[src/rtl/nbrd_pkg.sv]
package nbrd_pkg;

  localparam int NCH = 2;
  localparam int DW  = 32;

  typedef enum logic [1:0] {
    SZ_BYTE = 2'd0,
    SZ_HALF = 2'd1,
    SZ_WORD = 2'd2,
    SZ_WALT = 2'd3
  } item_size_e;

  // Address step in bytes for a given size code.
  function automatic logic [2:0] step_of(input logic [1:0] sz);
    case (item_size_e'(sz))
      SZ_BYTE: step_of = 3'd1;
      SZ_HALF: step_of = 3'd2;
      default: step_of = 3'd4;
    endcase
  endfunction

  // Keep only the bytes belonging to the item.
  function automatic logic [DW-1:0] zext(input logic [DW-1:0] d, input logic [1:0] sz);
    case (item_size_e'(sz))
      SZ_BYTE: zext = {{(DW-8){1'b0}},  d[7:0]};
      SZ_HALF: zext = {{(DW-16){1'b0}}, d[15:0]};
      default: zext = d;
    endcase
  endfunction

endpackage

[src/rtl/nbrd_chan.sv]
module nbrd_chan
  import nbrd_pkg::*;
#(
  parameter int AW = 29,
  parameter int CW = 12
) (
  input  logic          clk,
  input  logic          rst,
  input  logic          cfg_hit,
  input  logic [1:0]    cfg_size,
  input  logic [AW-1:0] cfg_addr,
  input  logic          cnt_hit,
  input  logic [CW-1:0] cnt_val,
  input  logic          item_done,
  output logic [1:0]    size_q,
  output logic [AW-1:0] addr_q,
  output logic [CW-1:0] left_q
);

  logic [AW-1:0] addr_next;
  assign addr_next = addr_q + AW'(step_of(size_q));

  always_ff @(posedge clk) begin
    if (rst) begin
      size_q <= SZ_BYTE;
      addr_q <= '0;
    end else if (cfg_hit) begin
      size_q <= cfg_size;
      addr_q <= cfg_addr;
    end else if (item_done) begin
      addr_q <= addr_next;
    end
  end

  always_ff @(posedge clk) begin
    if (rst)
      left_q <= '0;
    else if (cnt_hit)
      left_q <= cnt_val;
    else if (item_done && left_q != '0)
      left_q <= left_q - CW'(1);
  end

endmodule

[src/rtl/nbrd_issue.sv]
module nbrd_issue
  import nbrd_pkg::*;
#(
  parameter int AW    = 29,
  parameter int CW    = 12,
  parameter int DEPTH = 8,
  parameter int LW    = 4
) (
  input  logic                  clk,
  input  logic                  rst,
  input  logic [CW-1:0]         left   [NCH],
  input  logic [AW-1:0]         addr   [NCH],
  input  logic [1:0]            size   [NCH],
  input  logic [NCH-1:0]        hit,
  input  logic [LW-1:0]         fifo_level,
  input  logic                  mem_ready,
  input  logic [DW-1:0]         mem_rdata,
  output logic                  mem_req,
  output logic [AW-1:0]         mem_addr,
  output logic [1:0]            mem_size,
  output logic                  push,
  output logic [DW-1:0]         push_data,
  output logic [NCH-1:0]        done,
  output logic [$clog2(NCH)-1:0] req_ch
);

  localparam int CHW = $clog2(NCH);

  logic           busy_q, kill_q;
  logic [CHW-1:0] ch_q;
  logic [AW-1:0]  addr_rq;
  logic [1:0]     size_rq;

  logic [CHW-1:0] pick;
  logic           found, room, launch, resp, accept;

  // Lowest-numbered channel with work wins.
  always_comb begin
    pick  = '0;
    found = 1'b0;
    for (int i = NCH - 1; i >= 0; i--) begin
      if (left[i] != '0) begin
        pick  = CHW'(i);
        found = 1'b1;
      end
    end
  end

  assign room   = fifo_level < LW'(DEPTH);
  assign launch = !busy_q && found && !hit[pick] && room;
  assign resp   = busy_q && mem_ready;
  assign accept = resp && !kill_q && !hit[ch_q];

  always_ff @(posedge clk) begin
    if (rst) begin
      busy_q  <= 1'b0;
      kill_q  <= 1'b0;
      ch_q    <= '0;
      addr_rq <= '0;
      size_rq <= '0;
    end else if (launch) begin
      busy_q  <= 1'b1;
      kill_q  <= 1'b0;
      ch_q    <= pick;
      addr_rq <= addr[pick];
      size_rq <= size[pick];
    end else if (busy_q) begin
      if (mem_ready) busy_q <= 1'b0;
      if (hit[ch_q]) kill_q <= 1'b1;
    end
  end

  assign mem_req   = busy_q;
  assign mem_addr  = addr_rq;
  assign mem_size  = size_rq;
  assign push      = accept;
  assign push_data = zext(mem_rdata, size_rq);
  assign req_ch    = ch_q;

  always_comb begin
    for (int i = 0; i < NCH; i++)
      done[i] = accept && (ch_q == CHW'(i));
  end

endmodule

[src/rtl/nbrd_fifo.sv]
module nbrd_fifo #(
  parameter int DEPTH = 8,
  parameter int W     = 32,
  parameter int LW    = 4
) (
  input  logic          clk,
  input  logic          rst,
  input  logic          push,
  input  logic [W-1:0]  din,
  input  logic          pop,
  output logic [W-1:0]  dout,
  output logic [LW-1:0] level
);

  localparam int PW = (DEPTH > 1) ? $clog2(DEPTH) : 1;

  logic [W-1:0]  store [DEPTH];
  logic [PW-1:0] wr_ptr, rd_ptr;
  logic [LW-1:0] level_q;
  logic          do_push, do_pop;

  function automatic logic [PW-1:0] bump(input logic [PW-1:0] p);
    bump = (p == PW'(DEPTH - 1)) ? '0 : p + PW'(1);
  endfunction

  assign do_pop  = pop && (level_q != '0);
  assign do_push = push && ((level_q < LW'(DEPTH)) || do_pop);

  always_ff @(posedge clk) begin
    if (do_push) store[wr_ptr] <= din;
  end

  always_ff @(posedge clk) begin
    if (rst) begin
      wr_ptr  <= '0;
      rd_ptr  <= '0;
      level_q <= '0;
    end else begin
      if (do_push) wr_ptr <= bump(wr_ptr);
      if (do_pop)  rd_ptr <= bump(rd_ptr);
      if (do_push && !do_pop)      level_q <= level_q + LW'(1);
      else if (do_pop && !do_push) level_q <= level_q - LW'(1);
    end
  end

  assign dout  = store[rd_ptr];
  assign level = level_q;

endmodule

[src/rtl/nbrd_engine.sv]
module nbrd_engine
  import nbrd_pkg::*;
#(
  parameter int AW    = 29,
  parameter int CW    = 12,
  parameter int DEPTH = 8,
  localparam int LW   = $clog2(DEPTH + 1)
) (
  input  logic          clk,
  input  logic          rst,
  input  logic          cfg_we,
  input  logic          cfg_ch,
  input  logic [1:0]    cfg_size,
  input  logic [AW-1:0] cfg_addr,
  input  logic          cnt_we,
  input  logic          cnt_ch,
  input  logic [CW-1:0] cnt_val,
  output logic [CW-1:0] cnt0_left,
  output logic [CW-1:0] cnt1_left,
  output logic          mem_req,
  output logic [AW-1:0] mem_addr,
  output logic [1:0]    mem_size,
  input  logic          mem_ready,
  input  logic [31:0]   mem_rdata,
  input  logic          fifo_pop,
  output logic [31:0]   fifo_data,
  output logic [LW-1:0] fifo_level
);

  logic [CW-1:0]  left_w [NCH];
  logic [AW-1:0]  addr_w [NCH];
  logic [1:0]     size_w [NCH];
  logic [NCH-1:0] hit_w, done_w, cfg_hit_w, cnt_hit_w;
  logic           push_w;
  logic [DW-1:0]  push_data_w;
  logic [$clog2(NCH)-1:0] req_ch_w;

  for (genvar g = 0; g < NCH; g++) begin : g_ch
    assign cfg_hit_w[g] = cfg_we && (cfg_ch == 1'(g));
    assign cnt_hit_w[g] = cnt_we && (cnt_ch == 1'(g));
    assign hit_w[g]     = cfg_hit_w[g] || cnt_hit_w[g];

    nbrd_chan #(.AW(AW), .CW(CW)) u_chan (
      .clk       (clk),
      .rst       (rst),
      .cfg_hit   (cfg_hit_w[g]),
      .cfg_size  (cfg_size),
      .cfg_addr  (cfg_addr),
      .cnt_hit   (cnt_hit_w[g]),
      .cnt_val   (cnt_val),
      .item_done (done_w[g]),
      .size_q    (size_w[g]),
      .addr_q    (addr_w[g]),
      .left_q    (left_w[g])
    );
  end

  nbrd_issue #(.AW(AW), .CW(CW), .DEPTH(DEPTH), .LW(LW)) u_issue (
    .clk        (clk),
    .rst        (rst),
    .left       (left_w),
    .addr       (addr_w),
    .size       (size_w),
    .hit        (hit_w),
    .fifo_level (fifo_level),
    .mem_ready  (mem_ready),
    .mem_rdata  (mem_rdata),
    .mem_req    (mem_req),
    .mem_addr   (mem_addr),
    .mem_size   (mem_size),
    .push       (push_w),
    .push_data  (push_data_w),
    .done       (done_w),
    .req_ch     (req_ch_w)
  );

  nbrd_fifo #(.DEPTH(DEPTH), .W(DW), .LW(LW)) u_fifo (
    .clk   (clk),
    .rst   (rst),
    .push  (push_w),
    .din   (push_data_w),
    .pop   (fifo_pop),
    .dout  (fifo_data),
    .level (fifo_level)
  );

  assign cnt0_left = left_w[0];
  assign cnt1_left = left_w[1];

endmodule

[config.mk]
export PLATFORM = sky130hd
export DESIGN_NAME = nbrd_engine
export DESIGN_NICKNAME = d
export VERILOG_FILES = /design/src/rtl/nbrd_pkg.sv /design/src/rtl/nbrd_chan.sv /design/src/rtl/nbrd_issue.sv /design/src/rtl/nbrd_fifo.sv /design/src/rtl/nbrd_engine.sv
export SDC_FILE = /design/constraint.sdc
export NUM_CORES = 1
export LEC_CHECK = 0
export ABC_AREA = 1
export BUFFER_PORTS_ARGS = -buffer_cell sky130_fd_sc_hd__buf_2
export CORE_MARGIN = 2
export CORE_UTILIZATION = 53
export CTS_BUF_LIST = sky130_fd_sc_hd__clkbuf_8
export DETAILED_ROUTE_END_ITERATION = 7
export PLACE_DENSITY = 0.73
export REMOVE_ABC_BUFFERS = 1
export SLEW_MARGIN = 5
export SYNTH_ARGS = -nofsm -noshare
export SYNTH_HDL_FRONTEND = slang
export SYNTH_SLANG_ARGS = --single-unit
[constraint.sdc]
create_clock -name clk -period 3.9 [get_ports clk]
set_input_delay 0.78 -clock clk [delete_from_list [all_inputs] [get_ports clk]]
set_output_delay 0.78 -clock clk [all_outputs]
set_load 0.01 [all_outputs]
======== After elaboration in Yosys (flattened, before gate mapping) ========
Memory sizes are Yosys's and may differ from the RTL's. A register that Yosys moved wholly into a read port is not among the register bits.
Cells that the tools add are included.
storage, ports and cells
  register bits ........................... 130
  bits in latches ......................... 0
  RAM bits ................................ 256
  memory bits (read-only) ................. 0
  input bits .............................. 83
  output and inout port bits .............. 92
  logic and storage cells ................. 111
  memories kept ........................... 1
operators by class
  add/sub/neg operators ................... 8
  multipliers ............................. 0
  div/mod/pow operators ................... 0
  magnitude comparators ................... 4
  equal/unequal tests ..................... 5
  shift operators ......................... 0
  muxes and demuxes ....................... 35
  bitwise gates (word level) .............. 4
  reductions and logical operators ........ 40
memories
  memory        depth  width  rd ports  clocked after memory_dff  wr ports  RTL line         RTL
  u_fifo.store  8      32     1         1                         1         nbrd_fifo.sv:17  logic [W-1:0] store [DEPTH];
operators with widths
  operator                                                              count
  29-bit 2-to-1 mux                                                     7
  32-bit case mux with 2 select lines                                   1
  29-bit by 3-bit adder with 29-bit output                              2
  12-bit 2-to-1 mux                                                     4
  12-bit nonzero test                                                   2
  12-bit by 1-bit subtractor with 12-bit output, second input constant  2
  1-bit logical AND                                                     18
  1-bit 2-to-1 mux                                                      12
  3-bit 2-to-1 mux                                                      4
  3-bit case mux with 2 select lines                                    2
  2-bit nonzero test                                                    5
  4-bit 2-to-1 mux                                                      2
  3-bit by 1-bit adder with 3-bit output, second input constant         2
  2-bit by 1-bit == test with 1-bit output, second input constant       3
  3-bit == test, second input constant                                  2
  1-bit zero test                                                       6
  2-bit zero test                                                       3
  2-bit 2-to-1 mux                                                      3
  4-bit by 1-bit adder with 4-bit output, second input constant         1
  1-bit by 2-bit < comparator with 1-bit output, second input constant  2
  4-bit < comparator, second input constant                             1
  4-bit nonzero test                                                    1
  4-bit by 1-bit subtractor with 4-bit output, second input constant    1
  1-bit logical OR                                                      3
  other kinds (5)                                                       7

======== Logic depth before layout (Yosys ltp) ========
  depth in word-level cells ............... 12
  gate-level depth with buffers ........... 19
  gate-level depth less buffers ........... 19

======== Cells and area by module ========
A second synthesis with hierarchy kept.
unflattened totals
  cells, all modules ...................... 2,323
  area total of the unflattened synthesis .. 19,229.7 um^2
by module, submodules not included
  module                       times used  cells each  area an instance (um^2)  sequential area each (um^2)
  nbrd_fifo                    1           941         10,879.2                 7,947.6
  nbrd_chan at g_ch[1].u_chan  1           472         3,041.7                  860.8
  nbrd_chan at g_ch[0].u_chan  1           480         3,015.4                  860.8
  nbrd_issue                   1           418         2,245.9                  680.7
  nbrd_engine                  1           12          47.5                     0.0

======== Worst setup path after synthesis ========
Ideal clock, no wire load.
  path kind ............................... in2reg
  start point ............................. input cfg_ch
  end point ............................... memory u_fifo.store[0][0], enable pin
  library setup time ...................... 421 ps
  arrival time ............................ 2,872 ps
  required time ........................... 3,479 ps
  slack ................................... 607 ps
  stages on the path ...................... 10
  path buffers ............................ 0
  path through ............................ inv_1 > nand2_2 > nand2_1 > inv_1 > nand2_1 > nand2_1 > nand2_1 > inv_1 > nand2_1 > nor2_1
on the way
  longest elaborated chain between the ends .. 10
  elaborated cells on any way between the ends .. 12
  those cells by class .................... 4 x mux; 1 x bitwise; 7 x reduce/logical
ends and longest elaborated chain
  what                                                   RTL line           RTL
  from (decl)                                            nbrd_engine.sv:12  input logic cfg_ch,
  1-bit NOT                                              nbrd_engine.sv:39  assign cfg_hit_w[g] = cfg_we && (cfg_ch == 1'(g));
  1-bit logical AND                                      nbrd_engine.sv:39
  1-bit logical OR                                       nbrd_engine.sv:41  assign hit_w[g] = cfg_hit_w[g] || cnt_hit_w[g];
  1-bit 2-to-1 mux (implied by the code) * (2 in a row)  nbrd_issue.sv:52   assign accept = resp && !kill_q && !hit[ch_q];
  1-bit zero test *                                      nbrd_issue.sv:52
  1-bit logical AND *                                    nbrd_issue.sv:52
  1-bit logical AND *                                    nbrd_fifo.sv:27    assign do_push = push && ((level_q < LW'(DEPTH)) || do_pop);
  net u_fifo.do_push                                     nbrd_fifo.sv:20    logic do_push, do_pop;
  1-bit 2-to-1 mux *                                     nbrd_fifo.sv:30    if (do_push) store[wr_ptr] <= din;
  1-bit 2-to-1 mux (implied by the code) *               nbrd_fifo.sv:30
  to (decl)                                              nbrd_fifo.sv:17
The timed path passes the listed nets; every way through them passes the cells marked *. The select of a mux whose other input is x is not followed.

==> results.sh <==
export IMPL_synth_edf_count=256
export IMPL_fp_dieW_microns=190
export IMPL_sequentialPowerShare_pct=42.6
export IMPL_required_ns=3.12
export IMPL_async_flop_share_pct=0
export IMPL_wl_per_cell_microns=16.4
export IMPL_drv_cap=0
export IMPL_final_cell_mix="nor2_1, nand2_1, edfxtp_1"
export IMPL_final_nets=2450
export IMPL_drive_gt1_share_pct=13.4
export IMPL_fillerInstances=3050
export IMPL_clk_pin_slew_ns=0.07
export IMPL_clock_latency_ns=0.62
export IMPL_syn_avg_cell_area_sq_um=8.44
export IMPL_die_y_microns=190
export IMPL_ys_types=42
export IMPL_p_sw_mw=4.17
export IMPL_start_util_pct=53.4
export IMPL_drt_first_iter_violations=1068
export IMPL_status="complete, no violations"
export IMPL_grt_max_degree=70
export IMPL_synthToLayoutAreaGrowth_pct=13.9
export IMPL_power_density_nw_per_um2=567
export IMPL_criticalPathCategory="reg -> out"
export IMPL_cts_htree_levels=3
export IMPL_slew_violations=0
export IMPL_postCtsSetupBuffers=0
export IMPL_vias=15237
export IMPL_gp_congestion=0.926
export IMPL_path_max_fanout=38
export IMPL_cts_hold_buf=0
export IMPL_rsz0062_at_grt="no"
export IMPL_postPlaceCellArea_sq_um=19600
export IMPL_cellInternalPower_mw=7.66
export IMPL_routed_via_density=5.35
export IMPL_hp_class="in -> reg"
export IMPL_numPortBuffers=174
export IMPL_final_setup_skew_ns=0.0368
export IMPL_cp_end_kind="output port"
export IMPL_syn_inst=2169
export IMPL_fin_crit_ns=3.51
export IMPL_grt_pass1_wl_microns=74200
export IMPL_switching_share_pct=35.2
export IMPL_gr_total_overflow=0
export IMPL_grt_use_total_pct=25.9
export IMPL_cts_root_buf="clkbuf_8"
export IMPL_slew_limit_headroom_pct=28.9
export IMPL_ys_seq_elements=389
export IMPL_clkPwrFrac_pct=28.5
export IMPL_cts_resized=0
export IMPL_finalCritPeriodShare_pct=90.0
export IMPL_start_kind="register"
export IMPL_post_route_util_pct=60.8
export IMPL_placement_rows=68
export IMPL_pwr_share_comb_pct=28.8
export IMPL_crit_arrival_ns=2.73
export IMPL_setup_viol=0
export IMPL_cts_sinks=389
export IMPL_routed_wl_microns=46600
export IMPL_tightestPinTransition_ns=1.06
export IMPL_cts_buffers=68
export IMPL_synth_ff_type="edfxtp_1"
export IMPL_syn_area_sq_um=18300
export IMPL_core_area_sq_um=34300
export IMPL_dp_hpwl_microns=29800
export IMPL_peakVddDrop_v=0.000358
export IMPL_grt_pass1_vias=14679
export IMPL_layout_commonest_cell="nor2_1"
export IMPL_synth_warnings=0
export IMPL_ant_nets=0
export IMPL_power_leakage_nw=8.57
export IMPL_ys_seq_area_share_pct=56.5
export IMPL_hold_violations=0
export IMPL_drc=0
export IMPL_antenna_cells=0
export IMPL_ioPinCount=175
export IMPL_drtPass1Iterations=5
export IMPL_max_freq_ghz=0.285
export IMPL_fp_dieArea_sq_um=36000
export IMPL_antenna_found_initial=1
export IMPL_fin_area_sq_um=20800
export IMPL_cts_buffer_depth=3
export IMPL_cts_tree="built"
==> cell families (layout without fill, tap and decap cells) <==
group,count (synthesis),after routing,share of synthesized area [%]
DFF,389,389,56.5
and+or+nand+nor,1013,1013,21.9
AOI/OAI and AO/OA,395,395,11.8
buffers and inverters,326,550,6.98
xor gates and xnor gates,26,26,1.24
adders and majority gates,20,20,1.49
==> flip-flops by register name, summed over array words and instances (netlist names), named ones only <==
register / count
u_fifo.wr_ptr: 3
u_fifo.rd_ptr: 3
g_ch.u_chan.size_q: 4
u_issue.req_ch: 1
u_issue.mem_size: 2
u_fifo.level: 4
u_issue.kill_q: 1
u_issue.mem_addr: 29
u_issue.mem_req: 1
u_fifo.store: 256
g_ch.u_chan.left_q: 24
g_ch.u_chan.addr_q: 58
==> worst max-delay path, cell delays in order (launching register included) <==
cell and delay, ns:
dfxtp_4 0.45, inv_2 0.50, buf_4 0.41, o21ai_0 0.12, o22ai_1 0.14, nor2_1 0.06, a31oi_1 0.25, buf_2 0.18
==> worst paths after layout <==
kind / start / endpoint / slack [ns] / depth (start not counted)
worst max register to register: u_fifo.level[3]$_SDFFE_PP0P_ / u_fifo.level[3]$_SDFFE_PP0P_ / 1.47 / 14
worst max-delay path: register / fifo_data[22] / 0.39 / 7
worst min register to register: g_ch[0].u_chan.addr_q[0]$_SDFFE_PP0P_ / g_ch[0].u_chan.addr_q[0]$_SDFFE_PP0P_ / 0.48 / 2
worst min-delay path: cfg_addr[11] / g_ch[0].u_chan.addr_q[11]$_SDFFE_PP0P_ / 0.46 / 3
==> layer usage <==
| layer | vias to the layer above | wire length, microns | GRT usage [%] |
|---|---|---|---|
| li1 | 7508 | - | - |
| met1 | 7067 | 19800 | 33.6 |
| met2 | 561 | 22200 | 43.7 |
| met3 | 99 | 3370 | 4.63 |
| met4 | 2 | 1220 | 9.36 |
| met5 | - | 13 | 0 |
==> area by class of cell <==
cell class	instances	area (sq um)	share of cell area (%)
clock inverter	43	193	0.924
tap	455	569	2.73
multi-input combinational	1454	6740	32.3
timing repair buffer	201	1110	5.33
inverter	233	875	4.20
sequential	389	10400	49.7
clock buffer	73	1000	4.82
==> cells in the mapped netlist, types with 3 or more instances <==
cell | number | share of area (%)
buf_6 | 3 | 0.18
o21ai_0 | 204 | 5.6
xnor2_1 | 3 | 0.14
a31oi_1 | 48 | 1.6
buf_1 | 8 | 0.16
clkinv_1 | 7 | 0.14
nand4_1 | 3 | 0.10
dfxtp_1 | 133 | 15
buf_2 | 13 | 0.36
nand2_2 | 3 | 0.10
fa_1 | 3 | 0.33
nor2_4 | 3 | 0.18
edfxtp_1 | 256 | 42
nand3_1 | 88 | 2.4
a22oi_1 | 6 | 0.25
buf_4 | 4 | 0.16
nand2_1 | 442 | 9.1
inv_2 | 5 | 0.10
ha_1 | 17 | 1.2
nand3_2 | 4 | 0.22
o22ai_1 | 58 | 2.0
xor2_1 | 23 | 1.1
clkbuf_1 | 65 | 1.3
o211ai_1 | 4 | 0.16
nor2_1 | 457 | 9.4
a21oi_1 | 64 | 1.7
nor2_2 | 4 | 0.14
inv_1 | 221 | 4.5
==> metrics by stage <==
step           hold slack, ns  cells  setup slack (ns)  TNS (ns)  power, mW
3_3_place_gp            0.470   2732             0.962         0       8.45
6_report                0.463   2848             0.390         0       11.8
5_1_grt                 0.444   2848             0.167         0       12.6
2_1_floorplan           0.457   2076             -1.77    -56.65       7.23
3_5_place_dp            0.476   2732             0.859         0       8.54
4_1_cts                 0.419   2848             0.346         0       11.9
==> power by group through the flow <==
| stage | combinational, mW | clock [mW] | sequential (mW) |
|---|---|---|---|
| floorplan | 2.02 | 0 | 5.21 |
| global placement | 3.33 | 0 | 5.12 |
| detailed placement | 3.42 | 0 | 5.12 |
| CTS | 3.43 | 3.44 | 5.04 |
| global route | 3.86 | 3.62 | 5.08 |
| finish | 3.41 | 3.37 | 5.04 |
No activity file was read; power rests on OpenSTA's default activity.
